`src/rtl/ruleSelPkg.sv`:
```
package ruleSelPkg;

  typedef enum logic [1:0] {
    SEL_IDLE  = 2'd0,
    SEL_CMP   = 2'd1,
    SEL_ISSUE = 2'd2,
    SEL_DONE  = 2'd3
  } selState_e;

  // strobes from control to datapath
  typedef struct packed {
    logic latchIn;
    logic capture;
    logic issue;
  } selStrobe_t;

endpackage

```
`src/rtl/ruleSelBounds.sv`:
```
module ruleSelBounds #(
  parameter int DATA_W   = 7,
  parameter int NUM_SETS = 7,
  parameter int VAR_W    = 2,
  parameter int VAR_ID   = 0,
  localparam int SET_W   = $clog2(NUM_SETS)
) (
  input  logic              clk,
  input  logic              rstN,
  input  logic              cfgWr,
  input  logic [VAR_W-1:0]  cfgVar,
  input  logic [SET_W-1:0]  cfgSet,
  input  logic [DATA_W-1:0] cfgLo,
  input  logic [DATA_W-1:0] cfgHi,
  input  logic [DATA_W-1:0] x,
  output logic [SET_W-1:0]  loIdx,
  output logic              twoSets,
  output logic              anyHit
);

  logic [DATA_W-1:0] loB [NUM_SETS];
  logic [DATA_W-1:0] hiB [NUM_SETS];
  logic [NUM_SETS:0] hitExt;

  // bound registers for this input, reset to empty intervals
  always_ff @(posedge clk) begin
    if (!rstN) begin
      for (int s = 0; s < NUM_SETS; s++) begin
        loB[s] <= '1;
        hiB[s] <= '0;
      end
    end else if (cfgWr && cfgVar == VAR_W'(VAR_ID)) begin
      for (int s = 0; s < NUM_SETS; s++) begin
        if (cfgSet == SET_W'(s)) begin
          loB[s] <= cfgLo;
          hiB[s] <= cfgHi;
        end
      end
    end
  end

  // one interval test per set
  for (genvar s = 0; s < NUM_SETS; s++) begin : g_hit
    assign hitExt[s] = (loB[s] <= x) && (x <= hiB[s]);
  end
  assign hitExt[NUM_SETS] = 1'b0;

  // lowest hit wins; its upper neighbour decides the second set
  always_comb begin
    loIdx   = '0;
    twoSets = 1'b0;
    for (int s = NUM_SETS - 1; s >= 0; s--) begin
      if (hitExt[s]) begin
        loIdx   = SET_W'(s);
        twoSets = hitExt[s+1];
      end
    end
  end

  assign anyHit = |hitExt[NUM_SETS-1:0];

  p_two_has_base_r8: assert property (@(posedge clk) disable iff (!rstN)
    twoSets |-> (anyHit && (32'(loIdx) < NUM_SETS - 1)));

endmodule

```
`src/rtl/ruleSelCtrl.sv`:
```
module ruleSelCtrl
  import ruleSelPkg::*;
#(
  parameter int NUM_IN = 4
) (
  input  logic              clk,
  input  logic              rstN,
  input  logic              start,
  output selStrobe_t        strb,
  output logic [NUM_IN-1:0] beat,
  output logic              busy,
  output logic              done
);

  localparam logic [NUM_IN-1:0] LAST_BEAT = '1;

  selState_e         state;
  logic [NUM_IN-1:0] cnt;

  always_ff @(posedge clk) begin
    if (!rstN) begin
      state <= SEL_IDLE;
      cnt   <= '0;
    end else begin
      unique case (state)
        SEL_IDLE:  if (start) state <= SEL_CMP;
        SEL_CMP: begin
          state <= SEL_ISSUE;
          cnt   <= '0;
        end
        SEL_ISSUE: begin
          if (cnt == LAST_BEAT) state <= SEL_DONE;
          else                  cnt   <= cnt + 1'b1;
        end
        SEL_DONE:  state <= SEL_IDLE;
        default:   state <= SEL_IDLE;
      endcase
    end
  end

  always_comb begin
    strb         = '0;
    strb.latchIn = (state == SEL_IDLE) && start;
    strb.capture = (state == SEL_CMP);
    strb.issue   = (state == SEL_ISSUE);
  end

  assign beat = cnt;
  assign busy = (state != SEL_IDLE);
  assign done = (state == SEL_DONE);

  p_start_to_cmp_r3: assert property (@(posedge clk) disable iff (!rstN)
    (state == SEL_IDLE && start) |=> (busy && !strb.issue));
  p_run_continues_r4: assert property (@(posedge clk) disable iff (!rstN)
    (strb.issue && cnt != LAST_BEAT) |=> strb.issue);
  p_done_after_last_r10: assert property (@(posedge clk) disable iff (!rstN)
    (strb.issue && cnt == LAST_BEAT) |=> (done && !strb.issue));
  p_done_single_r10: assert property (@(posedge clk) disable iff (!rstN)
    done |=> !done);
  p_idle_after_done_r11: assert property (@(posedge clk) disable iff (!rstN)
    done |=> !busy);

endmodule

```
`src/rtl/ruleSelDatapath.sv`:
```
module ruleSelDatapath
  import ruleSelPkg::*;
#(
  parameter int NUM_IN   = 4,
  parameter int DATA_W   = 7,
  parameter int NUM_SETS = 7,
  localparam int SET_W   = $clog2(NUM_SETS),
  localparam int VAR_W   = (NUM_IN > 1) ? $clog2(NUM_IN) : 1,
  localparam int TOTAL   = NUM_SETS ** NUM_IN,
  localparam int ADDR_W  = $clog2(TOTAL),
  localparam int MF_W    = $clog2(NUM_IN * NUM_SETS)
) (
  input  logic                     clk,
  input  logic                     rstN,
  input  selStrobe_t               strb,
  input  logic [NUM_IN-1:0]        beat,
  input  logic [NUM_IN*DATA_W-1:0] inData,
  input  logic                     cfgWr,
  input  logic [VAR_W-1:0]         cfgVar,
  input  logic [SET_W-1:0]         cfgSet,
  input  logic [DATA_W-1:0]        cfgLo,
  input  logic [DATA_W-1:0]        cfgHi,
  output logic                     ruleLive,
  output logic [ADDR_W-1:0]        ruleAddr,
  output logic [NUM_IN*MF_W-1:0]   mfAddr
);

  logic [NUM_IN*DATA_W-1:0] held;
  logic [SET_W-1:0] loW   [NUM_IN];
  logic [SET_W-1:0] loReg [NUM_IN];
  logic [SET_W-1:0] idx   [NUM_IN];
  logic [NUM_IN-1:0] twoW, hitW, twoReg, hitReg, liveK;

  always_ff @(posedge clk) begin
    if (!rstN)             held <= '0;
    else if (strb.latchIn) held <= inData;
  end

  for (genvar k = 0; k < NUM_IN; k++) begin : g_var
    localparam int BASE = k * NUM_SETS;
    logic pick;

    ruleSelBounds #(
      .DATA_W  (DATA_W),
      .NUM_SETS(NUM_SETS),
      .VAR_W   (VAR_W),
      .VAR_ID  (k)
    ) u_bounds (
      .clk    (clk),
      .rstN   (rstN),
      .cfgWr  (cfgWr),
      .cfgVar (cfgVar),
      .cfgSet (cfgSet),
      .cfgLo  (cfgLo),
      .cfgHi  (cfgHi),
      .x      (held[k*DATA_W +: DATA_W]),
      .loIdx  (loW[k]),
      .twoSets(twoW[k]),
      .anyHit (hitW[k])
    );

    always_ff @(posedge clk) begin
      if (!rstN) begin
        loReg[k]  <= '0;
        twoReg[k] <= 1'b0;
        hitReg[k] <= 1'b0;
      end else if (strb.capture) begin
        loReg[k]  <= loW[k];
        twoReg[k] <= twoW[k];
        hitReg[k] <= hitW[k];
      end
    end

    // input 0 sits on the most significant beat bit
    assign pick     = beat[NUM_IN-1-k];
    assign idx[k]   = loReg[k] + SET_W'(pick & twoReg[k]);
    assign liveK[k] = hitReg[k] && (!pick || twoReg[k]);
    assign mfAddr[k*MF_W +: MF_W] = MF_W'(BASE) + MF_W'(idx[k]);

    p_mf_range_r7: assert property (@(posedge clk) disable iff (!rstN)
      strb.issue |-> (32'(mfAddr[k*MF_W +: MF_W]) < BASE + NUM_SETS));
  end

  // mixed-radix rule address, input 0 most significant
  always_comb begin
    ruleAddr = '0;
    for (int k = 0; k < NUM_IN; k++)
      ruleAddr = ADDR_W'(ruleAddr * ADDR_W'(NUM_SETS)) + ADDR_W'(idx[k]);
  end

  assign ruleLive = strb.issue && (&liveK);

  p_latch_stable_r3: assert property (@(posedge clk) disable iff (!rstN)
    (strb.issue && $past(strb.issue)) |-> $stable(held));
  p_addr_range_r6: assert property (@(posedge clk) disable iff (!rstN)
    strb.issue |-> (32'(ruleAddr) < TOTAL));
  p_live_in_beat_r9: assert property (@(posedge clk) disable iff (!rstN)
    ruleLive |-> (&hitReg));

endmodule

```
`src/rtl/activeRuleSel.sv`:
```
module activeRuleSel
  import ruleSelPkg::*;
#(
  parameter int NUM_IN   = 4,
  parameter int DATA_W   = 7,
  parameter int NUM_SETS = 7,
  localparam int SET_W   = $clog2(NUM_SETS),
  localparam int VAR_W   = (NUM_IN > 1) ? $clog2(NUM_IN) : 1,
  localparam int ADDR_W  = $clog2(NUM_SETS ** NUM_IN),
  localparam int MF_W    = $clog2(NUM_IN * NUM_SETS)
) (
  input  logic                     clk,
  input  logic                     rstN,
  input  logic                     start,
  input  logic [NUM_IN*DATA_W-1:0] inData,
  input  logic                     cfgWr,
  input  logic [VAR_W-1:0]         cfgVar,
  input  logic [SET_W-1:0]         cfgSet,
  input  logic [DATA_W-1:0]        cfgLo,
  input  logic [DATA_W-1:0]        cfgHi,
  output logic                     busy,
  output logic                     ruleValid,
  output logic                     ruleLive,
  output logic [ADDR_W-1:0]        ruleAddr,
  output logic [NUM_IN*MF_W-1:0]   mfAddr,
  output logic                     done
);

  selStrobe_t        strb;
  logic [NUM_IN-1:0] beat;

  ruleSelCtrl #(.NUM_IN(NUM_IN)) u_ctrl (
    .clk  (clk),
    .rstN (rstN),
    .start(start),
    .strb (strb),
    .beat (beat),
    .busy (busy),
    .done (done)
  );

  ruleSelDatapath #(
    .NUM_IN  (NUM_IN),
    .DATA_W  (DATA_W),
    .NUM_SETS(NUM_SETS)
  ) u_dp (
    .clk     (clk),
    .rstN    (rstN),
    .strb    (strb),
    .beat    (beat),
    .inData  (inData),
    .cfgWr   (cfgWr),
    .cfgVar  (cfgVar),
    .cfgSet  (cfgSet),
    .cfgLo   (cfgLo),
    .cfgHi   (cfgHi),
    .ruleLive(ruleLive),
    .ruleAddr(ruleAddr),
    .mfAddr  (mfAddr)
  );

  assign ruleValid = strb.issue;

endmodule

```
`config.mk`:
```
export PLATFORM = sky130hd
export DESIGN_NAME = activeRuleSel
export DESIGN_NICKNAME = d
export VERILOG_FILES = /design/src/rtl/ruleSelPkg.sv /design/src/rtl/ruleSelBounds.sv /design/src/rtl/ruleSelCtrl.sv /design/src/rtl/ruleSelDatapath.sv /design/src/rtl/activeRuleSel.sv
export SDC_FILE = /design/constraint.sdc
export NUM_CORES = 1
export LEC_CHECK = 0
export ABC_AREA = 1
export BUFFER_PORTS_ARGS = -buffer_cell sky130_fd_sc_hd__buf_2
export CELL_PAD_IN_SITES_DETAIL_PLACEMENT = 1
export CELL_PAD_IN_SITES_GLOBAL_PLACEMENT = 2
export CORE_MARGIN = 2
export CORE_UTILIZATION = 41
export CTS_CLUSTER_SIZE = 24
export DETAILED_ROUTE_END_ITERATION = 8
export PLACE_DENSITY = 0.89
export REMOVE_ABC_BUFFERS = 1
export SETUP_SLACK_MARGIN = 0.15
export SLEW_MARGIN = 10
export SYNTH_ARGS = -nofsm -noshare
export SYNTH_HDL_FRONTEND = slang
export SYNTH_HIERARCHICAL = 1
export SYNTH_SLANG_ARGS = --single-unit
```
`constraint.sdc`:
```
create_clock -name clk -period 9 [get_ports clk]
set_input_delay 0.45 -clock clk [delete_from_list [all_inputs] [get_ports clk]]
set_output_delay 0.45 -clock clk [all_outputs]
set_load 0.1 [all_outputs]
```
==> results.md <==
* Crit path DAT at between 7000 and 8000 ps
* Clock transition at path regs at around 60 ps
* Post-synth EDFFs at between 400 and 500
* Unrepaired setup endpoints after global routing: false
* Total CTS buffers at 51
* Worst-margin pin slew at 973.7 ps
* WHS at ~62 ps
* ANT nets after route at 0
* Final Hold Vio Count at 0
* Netlist cell types at 47
* Gpl congestion at ~0.8
* Layout Nets at between 3000 and 4000
* Fin crit period at around 8400 ps
* Fmax at 119.6 MHz
* H-tree Lvls at 2
* Clock sink total at 446
* Layout Skew at 31.35 ps
* Vias post-DR at ~22000
* Iter 0 DRT Violations at between 900 and 1000
* Slowest stage cell, crit path: fa_1
* CTS Root Cell: clkbuf_16
* Initial antenna violation count at 0
* Vias in the first global route at roughly 24000
* Critical path fanouts, max at 6
* N_diodes at 0
* Grt total ovfl at 0
* Class of the most critical setup path: register to output port
* Register area share after synthesis at 0.4490
* Die footprint at ~0.073 mm²
* # IOs at between 80 and 90
* Initial Util at 0.4132
* Largest net degree at the start of global routing at 52
* Die height at 269.4 µm
* Max-slew headroom at 0.3485
* Startpoint Class: register
* Residual DRC at 0
* Syn Area/Cell at just over 9 µm²
* Fin. max-slew vios at 0
* HP Class: primary input to register
* Max stage delay on crit path at just under 600 ps
* CP bufs+invs at 9
* Post-route cell area at between 0.03 and 0.04 mm²
* Max cap viols at 0
* Outcome: complete, no violations
* TritonRoute pass-1 iters at 5
* Setup Total Neg Slack at 0 ps
* FP Rows at 97
* Placement Cell Area at roughly 0.030 mm²
* Top cell family by delay on the critical path: adder cells
* Period utilization at 0.9294
* Final core area utilization at 0.4595
* Clk Latency, worst-skew pair at around 600 ps
* Input/output buffers at ~80
* Flops & latches, synth at around 450
* DR WL/cell at between 15 and 20 µm
* Cell Area, Synth at around 0.029 mm²
* Req. time, crit path at 8550 ps
* First-pass GRT wire length at between 100 and 150 mm
* Syn. warnings at 6
* Final setup viols at 0
* Async SR Flop Fraction at 0
* Share of post-route cells with drive strength above 1 at 0.08701
* Synth Instances at around 3200
* Synth top area share at 0.4199
* Area leader, netlist: edfxtp_1
* CTS Buffer Depth at 3
* Area contributors post-synth: edfxtp_1 (42%), ha_1 (20%), nand2_1 (10%), inv_1 (6.6%), nor2_1 (4.6%)
* Crit. End Element: output port
* Routed WL at between 80 and 90 mm
* Top FF cell, synth: edfxtp_1
* Hpwl dp at around 61 mm
* Drt via density at 5.165
* Width of the die at 269.4 µm
* CTS tree: built
* P&R area growth vs syn at 11.19%
* Total GRT Usage at 0.2227
* Core Area at 0.06991 mm²
-- cells by family after synthesis --
kind of cell             synth area share
AND/OR/NAND/NOR                    0.2017
buffers and inverters             0.07449
adder cells (fa/ha/maj)            0.2126
flip-flops                         0.4490
AO/OA/AOI/OAI                     0.05470
XOR/XNOR                         0.007276
other                           0.0002600
-- tightest hold or removal path, stage by stage --
cell	delay [ps]
buf_2	70
nor2_1	30
nor2_1	80
-- layer usage --
metal,vias up,track usage,share of wire,wire length (µm)
met3,176,0.02636,0.036,2906
met4,0,0.09430,0.040,3235
met2,401,0.4066,0.51,40860
met5,-,0,0,0
li1,10650,-,-,-
met1,10840,0.2635,0.42,33900
-- area by class of cell --
cell class	count	area, µm²
clock inverters	18	168.9
inverters	541	2038
multi-input cells	2157	13800
clock buffers	76	1440
fillers	8128	37790
well taps	940	1176
flip-flops and latches	446	12970
repair buffers	95	525.5
-- synth_stat cells, types with 2 or more instances --
| master | count |
|---|---|
| nor2_1 | 353 |
| inv_4 | 3 |
| and2_1 | 4 |
| nor2_4 | 18 |
| conb_1 | 2 |
| nand2_1 | 769 |
| xnor2_1 | 5 |
| nor4b_2 | 2 |
| fa_1 | 18 |
| nand3_1 | 85 |
| clkbuf_1 | 10 |
| nor3_1 | 3 |
| inv_2 | 30 |
| o21ai_1 | 39 |
| nand3b_1 | 16 |
| nor2_2 | 15 |
| nor4b_1 | 2 |
| dfxtp_1 | 42 |
| or2_4 | 2 |
| o21a_1 | 12 |
| xor2_1 | 14 |
| nand2_4 | 2 |
| o21bai_1 | 2 |
| ha_1 | 462 |
| a21oi_1 | 160 |
| a21o_1 | 17 |
| buf_2 | 7 |
| o21ai_0 | 57 |
| edfxtp_1 | 404 |
| inv_1 | 507 |
| o21ai_2 | 4 |
| nor3_2 | 2 |
| nand4_1 | 47 |
| buf_4 | 4 |
| nor3_4 | 7 |
| nand2_2 | 22 |
| nand3_2 | 6 |
-- state kept, by name (all words and copies together), names as in the netlist --
name                     cells
u_dp/hitReg                  4
u_dp/g_var.u_bounds/loB    196
u_dp/twoReg                  4
u_dp/g_var.u_bounds/hiB    196
u_dp/held                   28
u_ctrl/state                 2
u_dp/loReg                  12
u_ctrl/beat                  4
-- per-stage QoR --
stage / instances / worst slack [ps]
after floorplan: 3144 / -939.1
after global placement: 4178 / 881.9
after detailed placement: 4178 / 607.8
after CTS: 4272 / 227.5
after global routing: 4273 / 142.0
final: 4273 / 635.7
-- final timing paths --
path                                                  start                             end  slack (ps)  cells past startpoint
worst max-delay path            u_ctrl/beat[3]$_SDFFE_PN0P_                    ruleAddr[11]         640                     35
worst min-delay path                              inData[9]       u_dp/held[9]$_SDFFE_PN0P_          60                      3
worst max register to register   u_dp/held[11]$_SDFFE_PN0P_  u_dp/loReg[1][0]$_SDFFCE_PN0P_        5710                     14
worst min register to register  u_dp/hitReg[2]$_SDFFE_PN0P_     u_dp/hitReg[2]$_SDFFE_PN0P_         470                      2
-- cell usage in the layout, fill, tap and decap left out, types with 15 or more instances in the layout --
cell type  synthesis  routed
nor2_4            18      18
clkbuf_16          0      51
inv_2             30      30
o21ai_1           39      44
ha_1             462     462
nand3b_1          16      16
a21oi_1          160     157
inv_1            507     507
o21ai_0           57      52
nand4_1           47      47
dfxtp_1           42      41
nand2_1          769     769
edfxtp_1         404     404
nand2_2           22      22
nand3_1           85      85
nor2_2            15      15
buf_2              7      80
clkbuf_1          10      18
a21o_1            17      17
nor2_1           353     353
fa_1              18      18
-- what timing repair did --
item                       4_1_cts  5_1_grt
setup buffers                    0        1
resized for setup                3        8
pin swaps                        0        1
hold buffers                     0        0
setup endpoints to repair        1        7
Power is left out: the tool's default activity adds up to more than one toggle a clock period on the data nets, which glitch-free logic cannot reach.
